--- config.mk ---
export PLATFORM = sky130hd
export DESIGN_NAME = micropipe_ctrl
export DESIGN_NICKNAME = d
export VERILOG_FILES = /design/src/rtl/mp_pkg.sv /design/src/rtl/mp_celem.sv /design/src/rtl/mp_stage.sv /design/src/rtl/mp_occupancy.sv /design/src/rtl/micropipe_ctrl.sv
export SDC_FILE = /design/constraint.sdc
export NUM_CORES = 1
export LEC_CHECK = 0
export ABC_AREA = 1
export ABC_CLOCK_PERIOD_IN_PS = 2550
export BUFFER_PORTS_ARGS = -buffer_cell sky130_fd_sc_hd__buf_2
export CAP_MARGIN = 20
export CORE_UTILIZATION = 25
export CTS_BUF_LIST = sky130_fd_sc_hd__clkbuf_4 sky130_fd_sc_hd__clkbuf_8
export CTS_CLUSTER_DIAMETER = 200
export CTS_CLUSTER_SIZE = 16
export DETAILED_ROUTE_END_ITERATION = 8
export SETUP_SLACK_MARGIN = 0.4
export SKIP_LAST_GASP = 1
export SLEW_MARGIN = 25
export SYNTH_ARGS = -nofsm -noshare
export SYNTH_HDL_FRONTEND = slang
export SYNTH_SLANG_ARGS = --single-unit
--- constraint.sdc ---
create_clock -name clk -period 2.55 [get_ports clk]
set_clock_uncertainty 0.2 [all_clocks]
set_input_delay 0.1275 -clock clk [delete_from_list [all_inputs] [get_ports clk]]
set_output_delay 0.1275 -clock clk [all_outputs]
set_load 0.02 [all_outputs]
--- src/rtl/mp_pkg.sv ---
package mp_pkg;

  // Muller C-element next state: follow the inputs when they agree, else hold.
  function automatic logic c_next(input logic a, input logic b, input logic q);
    return (a == b) ? a : q;
  endfunction

  // A C-element fires when its inputs agree and differ from its state.
  function automatic logic c_fires(input logic a, input logic b, input logic q);
    return (a == b) && (a != q);
  endfunction

endpackage

--- src/rtl/mp_celem.sv ---
module mp_celem (
  input  logic clk,
  input  logic rst_n,
  input  logic a,
  input  logic b,
  output logic q,
  output logic fire
);
  import mp_pkg::*;

  assign fire = c_fires(a, b, q);

  always_ff @(posedge clk or negedge rst_n) begin
    if (!rst_n) q <= 1'b0;
    else        q <= c_next(a, b, q);
  end
endmodule

--- src/rtl/mp_stage.sv ---
module mp_stage #(
  parameter int DATA_W = 8
) (
  input  logic              clk,
  input  logic              rst_n,
  input  logic              req_up,
  input  logic              ack_dn,
  input  logic [DATA_W-1:0] d_up,
  output logic              ctl,
  output logic [DATA_W-1:0] d_q
);
  logic fire;

  // Second input is the inverted downstream acknowledge.
  mp_celem u_celem (
    .clk  (clk),
    .rst_n(rst_n),
    .a    (req_up),
    .b    (~ack_dn),
    .q    (ctl),
    .fire (fire)
  );

  always_ff @(posedge clk or negedge rst_n) begin
    if (!rst_n)    d_q <= '0;
    else if (fire) d_q <= d_up;
  end
endmodule

--- src/rtl/mp_occupancy.sv ---
module mp_occupancy #(
  parameter int DEPTH = 4
) (
  input  logic [DEPTH-1:0] ctl,
  input  logic             tail_ack,
  output logic             empty,
  output logic             full
);
  logic [DEPTH-1:0] held;

  // A stage holds a word while its state differs from the acknowledge it sees.
  genvar g;
  generate
    for (g = 0; g < DEPTH; g++) begin : g_held
      if (g == DEPTH - 1) begin : g_tail
        assign held[g] = ctl[g] ^ tail_ack;
      end else begin : g_mid
        assign held[g] = ctl[g] ^ ctl[g+1];
      end
    end
  endgenerate

  assign empty = ~|held;
  assign full  = &held;
endmodule

--- src/rtl/micropipe_ctrl.sv ---
module micropipe_ctrl #(
  parameter int DATA_W = 8,
  parameter int DEPTH  = 4
) (
  input  logic              clk,
  input  logic              rst_n,
  input  logic              in_req,
  output logic              in_ack,
  input  logic [DATA_W-1:0] in_data,
  output logic              out_req,
  input  logic              out_ack,
  output logic [DATA_W-1:0] out_data,
  output logic              empty,
  output logic              full
);
  localparam int LAST = DEPTH - 1;

  logic [DEPTH-1:0] ctl;
  logic [DATA_W-1:0] dreg [DEPTH];

  genvar i;
  generate
    for (i = 0; i < DEPTH; i++) begin : g_stage
      logic              req_w;
      logic              ack_w;
      logic [DATA_W-1:0] din_w;

      if (i == 0) begin : g_head
        assign req_w = in_req;
        assign din_w = in_data;
      end else begin : g_body
        assign req_w = ctl[i-1];
        assign din_w = dreg[i-1];
      end

      if (i == LAST) begin : g_end
        assign ack_w = out_ack;
      end else begin : g_link
        assign ack_w = ctl[i+1];
      end

      mp_stage #(.DATA_W(DATA_W)) u_stage (
        .clk   (clk),
        .rst_n (rst_n),
        .req_up(req_w),
        .ack_dn(ack_w),
        .d_up  (din_w),
        .ctl   (ctl[i]),
        .d_q   (dreg[i])
      );
    end
  endgenerate

  mp_occupancy #(.DEPTH(DEPTH)) u_occ (
    .ctl     (ctl),
    .tail_ack(out_ack),
    .empty   (empty),
    .full    (full)
  );

  assign in_ack   = ctl[0];
  assign out_req  = ctl[LAST];
  assign out_data = dreg[LAST];
endmodule

Word-level counts from Yosys, hierarchy flattened
Index checks and enable logic that the tools add are counted.

operators by class
  eq/ne operators = 8
  bitwise gates (word level) = 8
  reductions and logical operators = 7

operators with widths
  kind                   number
  equality test 1 bit    4
  logical AND 1 bit      4
  inequality test 1 bit  4
  NOT 1 bit              4
  AND reduction 4 bit    1
  OR reduction 4 bit     1
  XOR 1 bit              4
  logical NOT 1 bit      1

word-level totals
  register bits after elaboration = 36

Logic depth before layout (Yosys ltp)
Gate-level depths: netlist of the first run.

  depth in word-level cells = 3
  mapped depth = 7

Hierarchy
A second synthesis of the first run with hierarchy kept.

second synthesis, totals
  cell total of the unflattened synthesis = 227
  area total of the unflattened synthesis = 1652.8 sq um

modules (own cells, without submodules)
  module        times used  cells an instance  area an instance (sq um)
  mp_stage      4           35                 309.0
  mp_celem      4           13                 71.3
  mp_occupancy  1           35                 131.4

Worst setup path before layout of the first run
No wires, ideal clock.

  kind = register to output
  from = reg g_stage[0].u_stage.u_celem.q
  to = out full
  arrival = 1206 ps
  required time = 2223 ps
  slack = 1016 ps
  stages on the path, launching flop included = 6
  buffers on the path = 0
  path through = dfrtp_1 inv_1 nand2_1 nand2_4 nand3_1 nor2_1

on the way
  word-level cells in the longest chain between the ends = 2

RTL lines
  item                      line                  text
  start: declaration        mp_celem.sv:6         output logic q,
  start signal: assignment  mp_celem.sv:15        else q <= c_next(a, b, q);
  XOR 1 bit                 mp_occupancy.sv:18    assign held[g] = ctl[g] ^ ctl[g+1];
  AND reduction 4 bit       mp_occupancy.sv:24    assign full = &held;
  end: declaration          micropipe_ctrl.sv:14  output logic full

Every way passes these cells.

Final worst setup path of the first run
  from = reg g_stage[1].u_stage.u_celem.q
  to = out full

on the way
  word-level cells in the longest chain between the ends = 2
  elaborated cells on any way between the ends = 3
  those cells by class = bitwise: 2; reduce/logical: 1

RTL lines
  item                      line
  start: declaration        mp_celem.sv:6
  start signal: assignment  mp_celem.sv:15
  XOR 1 bit                 mp_occupancy.sv:18
  AND reduction 4 bit *     mp_occupancy.sv:24

Mark *: on every way between the ends. The rest lies on a longest branch, timed or not.

==> out/metrics.cfg, run 1 <==
[status]
status=complete, no violations

[detailed_routing]
wire_per_inst_um=9.58
drt-initial-drc-count=33
route.detailed.drc=0
dr.pass1.iters=4
ant_nets=0
vias=1245
vias_per_cell=4.16
wirelength_um=2860

[cells_and_area]
antennaDiodeCount=0
fin_util_pct=33.0
drive_above_1_share_pct=19.6
fillers=626
syn2layout_area_growth_pct=26.8
nets=235

[die]
num_rows=28
die_x_um=80.5
dieArea_um2=6470
die_h_um=80.5
start_util_pct=26.0
core-area_um2=5920
io_pins=24

[clock_network]
cts_root_buffer=clkbuf_8
clock_sinks=36
post_cts_buffers=0
post_cts_resized=0
cts_buffers=5
clk_latency_ns=0.28
ctsHoldBuffers=10
clockBufferDepth=2
cts_tree=yes
htreeDepth=2
cts.clk_slew.worst_paths_ns=0.07

[power]
swShare_pct=42.5
seqPwrFrac_pct=38.9
leakage_nw=1.08
power.density_nw_per_um2=1320
power_frac_clock_pct=19.2
irDropWorstVdd_uv=382
p_int_mw=1.48
p_switching_mw=1.10
comb_power_share_pct=41.9

[grt]
grt_pass1_wl_um=5090
grt_antenna_before_repair=0
grt_pass1_vias=1159
grt_remaining_overflow=0
grt_usage_pct=10.2
grt_start_max_net_pins=37

[sta]
fin_crit_ns=1.78
report.final.hold_viol_count=0
worst_slew_pin_slew_ns=0.794
setup_slack_ns=0.765
rsz0062_at_grt=no
maxSlewHeadroom_pct=47.1
setup_violations=0
slew_violations=0
fmax_ghz=0.560
setup_tns_ns=0
finalCritPeriodShare_pct=70.0

[job]
maxCapViolations=0

[placement]
gp_congestion=0.792
io_buffer_count=23
hpwl_um=2070
place_worst_setup_slack_ns=1.05

[worst_setup_path]
critPathRequiredTime_ns=2.22
cp_slowest_cell=dfrtp_1
rr_worst_depth=5
path_class=reg2out
end_kind=output port
crit_arrival_ns=1.46
startpoint_type=flip-flop
worstPathMaxFanout=10
worstPathCellList=inv_2, nand2_1, nand2_4, nand3_1, nor2_1, buf_2
critPathMaxStageDelay_ns=0.43

[synthesis]
yosys_warnings=0
synth_seq_area_share_pct=58.5
syn_nets=196
synth_seq_cells=36
netlist-cell-type-count=15
avgSynthCellArea_um2=8.36
netlist_area_um2=1540
ys_dominant_reg_cell=dfrtp_1
postSynthCellCount=184
async_reset_ff_share_pct=100
yosysTopAreaCellShare_pct=58.5
synthMostInstantiatedCell=nand2_1
synthTopCellsByCount=nand2_1, dfrtp_1, nand3_1
synth.top_cells.by_area=dfrtp_1, nand2_1, nand3_1
yosys.area.top_type=dfrtp_1
synth_edf_count=0

[hold_path]
worstHoldPathType=in2reg
hold_depth=4

==> state kept, by name (all words and copies together), names as in the netlist <==
signal and cells:
g_stage.u_stage.d_q 32, g_stage.u_stage.u_celem.q 4
==> worst max-delay path: cells and delay by family, from the launching register on <==
kind                   cells  cell delay [ns]
DFF                        1             0.43
buffers and inverters      2             0.29
and+or+nand+nor            4             0.47
==> cells in the final DEF (no fill, tap or decap), drive strengths merged <==
master       instances
and2                 1
buf                 23
bufinv               1
clkbuf               6
clkinv               2
dfrtp               36
dlygate4sd3         10
inv                  6
nand2              107
nand3               20
nor2                 7
o21ai                5
==> area by class of cell <==
cell class              instances  area, um2  share of cell area (%)
clock buffers                   6       76.3                    3.91
clock inverters                 2       35.0                    1.79
flip-flops and latches         36        901                    46.2
multi-input cells             140        604                    31.0
repair buffers                 33        215                    11.0
well taps                      75       93.8                    4.81
inverters                       7       26.3                    1.35
==> metrics by stage <==
step	hold WS, ns	std cells	instance area (um2)	total power [mW]
after floorplan	-0.368	184	1540	1.82
after global placement	0.0569	281	1740	2.09
after detailed placement	0.0677	281	1740	2.12
after CTS	0.00600	299	1950	2.63
after global routing	0.0425	299	1950	2.84
final	0.00735	299	1950	2.58
==> kinds of logic (layout without fill, tap and decap cells) <==
logic type | count (synthesis) | in the layout | synth area share (%)
simple gates | 135 | 135 | 37.2
flops | 36 | 36 | 58.5
buf+inv | 8 | 48 | 2.19
compound gates | 5 | 5 | 2.11
==> worst paths after layout <==
kind	startpoint	to	slack [ns]
min in group asynchronous	rst_n	g_stage[0].u_stage.d_q[0]$_DFFE_PN0P_	0.27
worst min register to register	g_stage[3].u_stage.d_q[7]$_DFFE_PN0P_	g_stage[3].u_stage.d_q[7]$_DFFE_PN0P_	0.27
worst max-delay path	g_stage[1].u_stage.u_celem.q$_DFFE_PN0N_	full	0.77
worst max register to register	g_stage[2].u_stage.u_celem.q$_DFFE_PN0N_	g_stage[1].u_stage.d_q[4]$_DFFE_PN0P_	1.14
max in group asynchronous	rst_n	g_stage[3].u_stage.d_q[0]$_DFFE_PN0P_	1.38
worst min-delay path	in_req	g_stage[0].u_stage.u_celem.q$_DFFE_PN0N_	0.007
==> power by group through the flow <==
stage	logic, mW	registers, mW	clock network (mW)
6_report	1.08	1.00	0.496
5_1_grt	1.26	1.05	0.535
4_1_cts	1.11	1.01	0.512
3_5_place_dp	1.10	1.02	0
3_3_place_gp	1.08	1.01	0
2_1_floorplan	0.755	1.07	0
==> routing by layer <==
layer | up-vias | part of all wire [%] | GRT usage [%]
met4 | 0 | 1.5 | 4.82
met5 | - | 0 | 0
li1 | 655 | - | -
met2 | 28 | 44 | 15.8
met3 | 4 | 4.7 | 2.73
met1 | 558 | 50 | 13.1
Power figures use the tool's default switching activity.
==> inputs of run 2 (changes only) <==
--- a/config.mk
+++ b/config.mk
@@ -6,7 +6,7 @@
 export NUM_CORES = 1
 export LEC_CHECK = 0
 export ABC_AREA = 1
-export ABC_CLOCK_PERIOD_IN_PS = 2550
+export ABC_CLOCK_PERIOD_IN_PS = 1720
 export BUFFER_PORTS_ARGS = -buffer_cell sky130_fd_sc_hd__buf_2
 export CAP_MARGIN = 20
 export CORE_UTILIZATION = 25
==> constraint.sdc (replaced) <==
create_clock -name clk -period 1.72 [get_ports clk]
set_clock_uncertainty 0.2 [all_clocks]
set_input_delay 0.086 -clock clk [delete_from_list [all_inputs] [get_ports clk]]
set_output_delay 0.086 -clock clk [all_outputs]
set_load 0.02 [all_outputs]
==> run 2 against run 1 <==
Net effect: global-route usage grew 0.63 points; hold slack lost 0.060 ns; routed wire length grew 14%; critical path depth is the same; largest cell class unchanged; largest power group unchanged; die area is the same; the run now ends with negative hold slack left; clock power grew 23%; total power grew 74%; flip-flop and latch count is the same; sequential power grew 51%; via count grew 4.4%.
==> out/metrics.cfg, run 2 (synthesis results as in run 1) <==
[placement]
place_worst_setup_slack_ns=0.282  ; was 1.05 ns
gp_congestion=0.744  ; was 0.792
hpwl_um=2080  ; was 2070 um
io_buffer_count=23  ; unchanged

[grt]
grt_pass1_wl_um=5310  ; was 5090 um
grt_antenna_before_repair=0  ; unchanged
grt_start_max_net_pins=29  ; was 37
grt_pass1_vias=1183  ; was 1159
grt_usage_pct=10.8  ; was 10.2%
grt_remaining_overflow=0  ; unchanged

[cells_and_area]
fillers=635  ; was 626
drive_above_1_share_pct=36.4  ; was 19.6%
registers.top_by_ff_count=g_stage.u_stage.d_q  ; unchanged
top_regs=g_stage.u_stage.d_q: 32 flops, g_stage.u_stage.u_celem.q: 4 flops  ; unchanged
syn2layout_area_growth_pct=44.5  ; was 26.8%
largest_reg_flops=32  ; unchanged
layout_common_cells=nand2_1, dfrtp_1, buf_2  ; unchanged
antennaDiodeCount=0  ; unchanged
nets=250  ; was 235
final_common_cell=nand2_1  ; unchanged

[clock_network]
cts_tree=yes  ; unchanged
clockBufferDepth=2  ; unchanged
cts_buffers=5  ; unchanged
cts.clk_slew.worst_paths_ns=0.07  ; about the same
cts_root_buffer=clkbuf_8  ; unchanged
clk_latency_ns=0.29  ; was 0.28 ns
clock_sinks=36  ; unchanged
ctsHoldBuffers=10  ; unchanged
htreeDepth=2  ; unchanged

[sta]
report.final.hold_viol_count=1  ; was 0
whs_ns=-0.0529  ; was 0.00735 ns
setup_slack_ns=0.122  ; was 0.765 ns
rsz0062_at_grt=yes  ; was no
setup_violations=0  ; unchanged
finalCritPeriodShare_pct=92.9
fin_crit_ns=1.60
worst_slew_pin_slew_ns=0.614  ; was 0.794 ns
fmax_ghz=0.626
maxSlewHeadroom_pct=59.1  ; was 47.1%
slew_violations=0  ; unchanged
setup_tns_ns=0  ; unchanged

[worst_setup_path]
critPathRequiredTime_ns=1.43  ; was 2.22 ns
startpoint_type=flip-flop  ; unchanged
worstPathMaxFanout=6  ; was 10
crit_arrival_ns=1.31  ; was 1.46 ns
r2r_slack_ns=0.17  ; was 1.14 ns
path_class=reg2out  ; unchanged
end_kind=output port  ; unchanged

[die]
start_util_pct=26.0  ; unchanged
die_x_um=80.5  ; unchanged
core-area_um2=5920  ; unchanged
die_h_um=80.5  ; unchanged
io_pins=24  ; unchanged
num_rows=28  ; unchanged
dieArea_um2=6470  ; unchanged

[detailed_routing]
wire_per_inst_um=10.4  ; was 9.58 um
wirelength_um=3270  ; was 2860 um
route.detailed.drc=0  ; unchanged
vias_per_cell=4.14  ; was 4.16
vias=1300  ; was 1245
ant_nets=0  ; unchanged
dr.pass1.iters=4  ; unchanged
drt-initial-drc-count=56  ; was 33

[status]
status=finished with violations  ; was complete, no violations
violations=negative hold slack

[power]
irDropWorstVdd_uv=649  ; was 382 uV
power_frac_clock_pct=13.6  ; was 19.2%
seqPwrFrac_pct=33.6  ; was 38.9%
comb_power_share_pct=52.8  ; was 41.9%
leakage_nw=1.19  ; was 1.08 nW
p_switching_mw=1.96  ; was 1.10 mW
swShare_pct=43.4  ; was 42.5%
power.density_nw_per_um2=2030  ; was 1320 nW/um2
p_int_mw=2.55  ; was 1.48 mW

[job]
maxCapViolations=0  ; unchanged

[hold_path]
worstHoldPathType=in2reg  ; unchanged

[run 2: changes by cell type in the layout (fill, tap and decap cells not counted), sizes merged]
cell	change
buf	+14
bufinv	-1
clkbuf	+1
inv	+1
[run 2: layout make-up]
type	count	area [um2]	share of cell area (%)
timing repair buffer	48	382	17.2
tap	75	93.8	4.22
clock inverter	2	10.0	0.450
multi-input combinational	140	716	32.2
clock buffer	6	82.6	3.71
sequential	36	906	40.7
inverter	7	33.8	1.52
[run 2: path summary, 6_finish.rpt]
path                                                           from                                  endpoint  cells after the start
max                        g_stage[3].u_stage.u_celem.q$_DFFE_PN0N_                                      full                      6
min                                                          in_req  g_stage[0].u_stage.u_celem.q$_DFFE_PN0N_                      4
max reg2reg                g_stage[2].u_stage.u_celem.q$_DFFE_PN0N_     g_stage[1].u_stage.d_q[7]$_DFFE_PN0P_                      8
min reg2reg                   g_stage[3].u_stage.d_q[7]$_DFFE_PN0P_     g_stage[3].u_stage.d_q[7]$_DFFE_PN0P_                      2
max in group asynchronous                                     rst_n     g_stage[1].u_stage.d_q[2]$_DFFE_PN0P_                      3
min in group asynchronous                                     rst_n     g_stage[3].u_stage.d_q[4]$_DFFE_PN0P_                      2
[run 2: metal layers]
metal,track usage [%],part of all wire [%],wire (um),vias up
met2,16.4,47,1550,26
met1,13.5,46,1520,577
met4,4.82,1.7,56,0
met3,4.09,4.4,145,7
met5,0,0,0,-
li1,-,-,-,690
[run 2: power groups by stage]
| stage | registers [mW] | logic [mW] | clock network [mW] |
|---|---|---|---|
| 2_1_floorplan | 1.59 | 1.16 | 0 |
| 3_3_place_gp | 1.50 | 1.64 | 0 |
| 3_5_place_dp | 1.51 | 1.67 | 0 |
| 4_1_cts | 1.47 | 2.01 | 0.636 |
| 5_1_grt | 1.56 | 2.64 | 0.670 |
| 6_report | 1.51 | 2.38 | 0.612 |
[run 2: through the flow]
stage          total power [mW]  util (%)  instance area, um2  instances
6_report                   4.51      37.6                2220        314
2_1_floorplan              2.75         -                1560        184
3_5_place_dp               3.17      29.8                1770        282
3_3_place_gp               3.15      29.8                1770        282
4_1_cts                    4.11      34.8                2060        309
5_1_grt                    4.88      37.6                2220        314
[run 2: worst max-delay path: stages, from the launching register on]
cell     delay [ns]
dfrtp_2        0.48
nand2_4        0.10
inv_4          0.04
nor2_4         0.10
nand3_2        0.08
nor2_4         0.11
buf_6          0.11
[run 2: repair_timing]
action,CTS,global route
endpoints found under the hold margin,37,1
buffers inserted,9,4
cloned,0,1
pin swaps,4,30
resized for setup,10,33
endpoints found under the setup margin,26,36
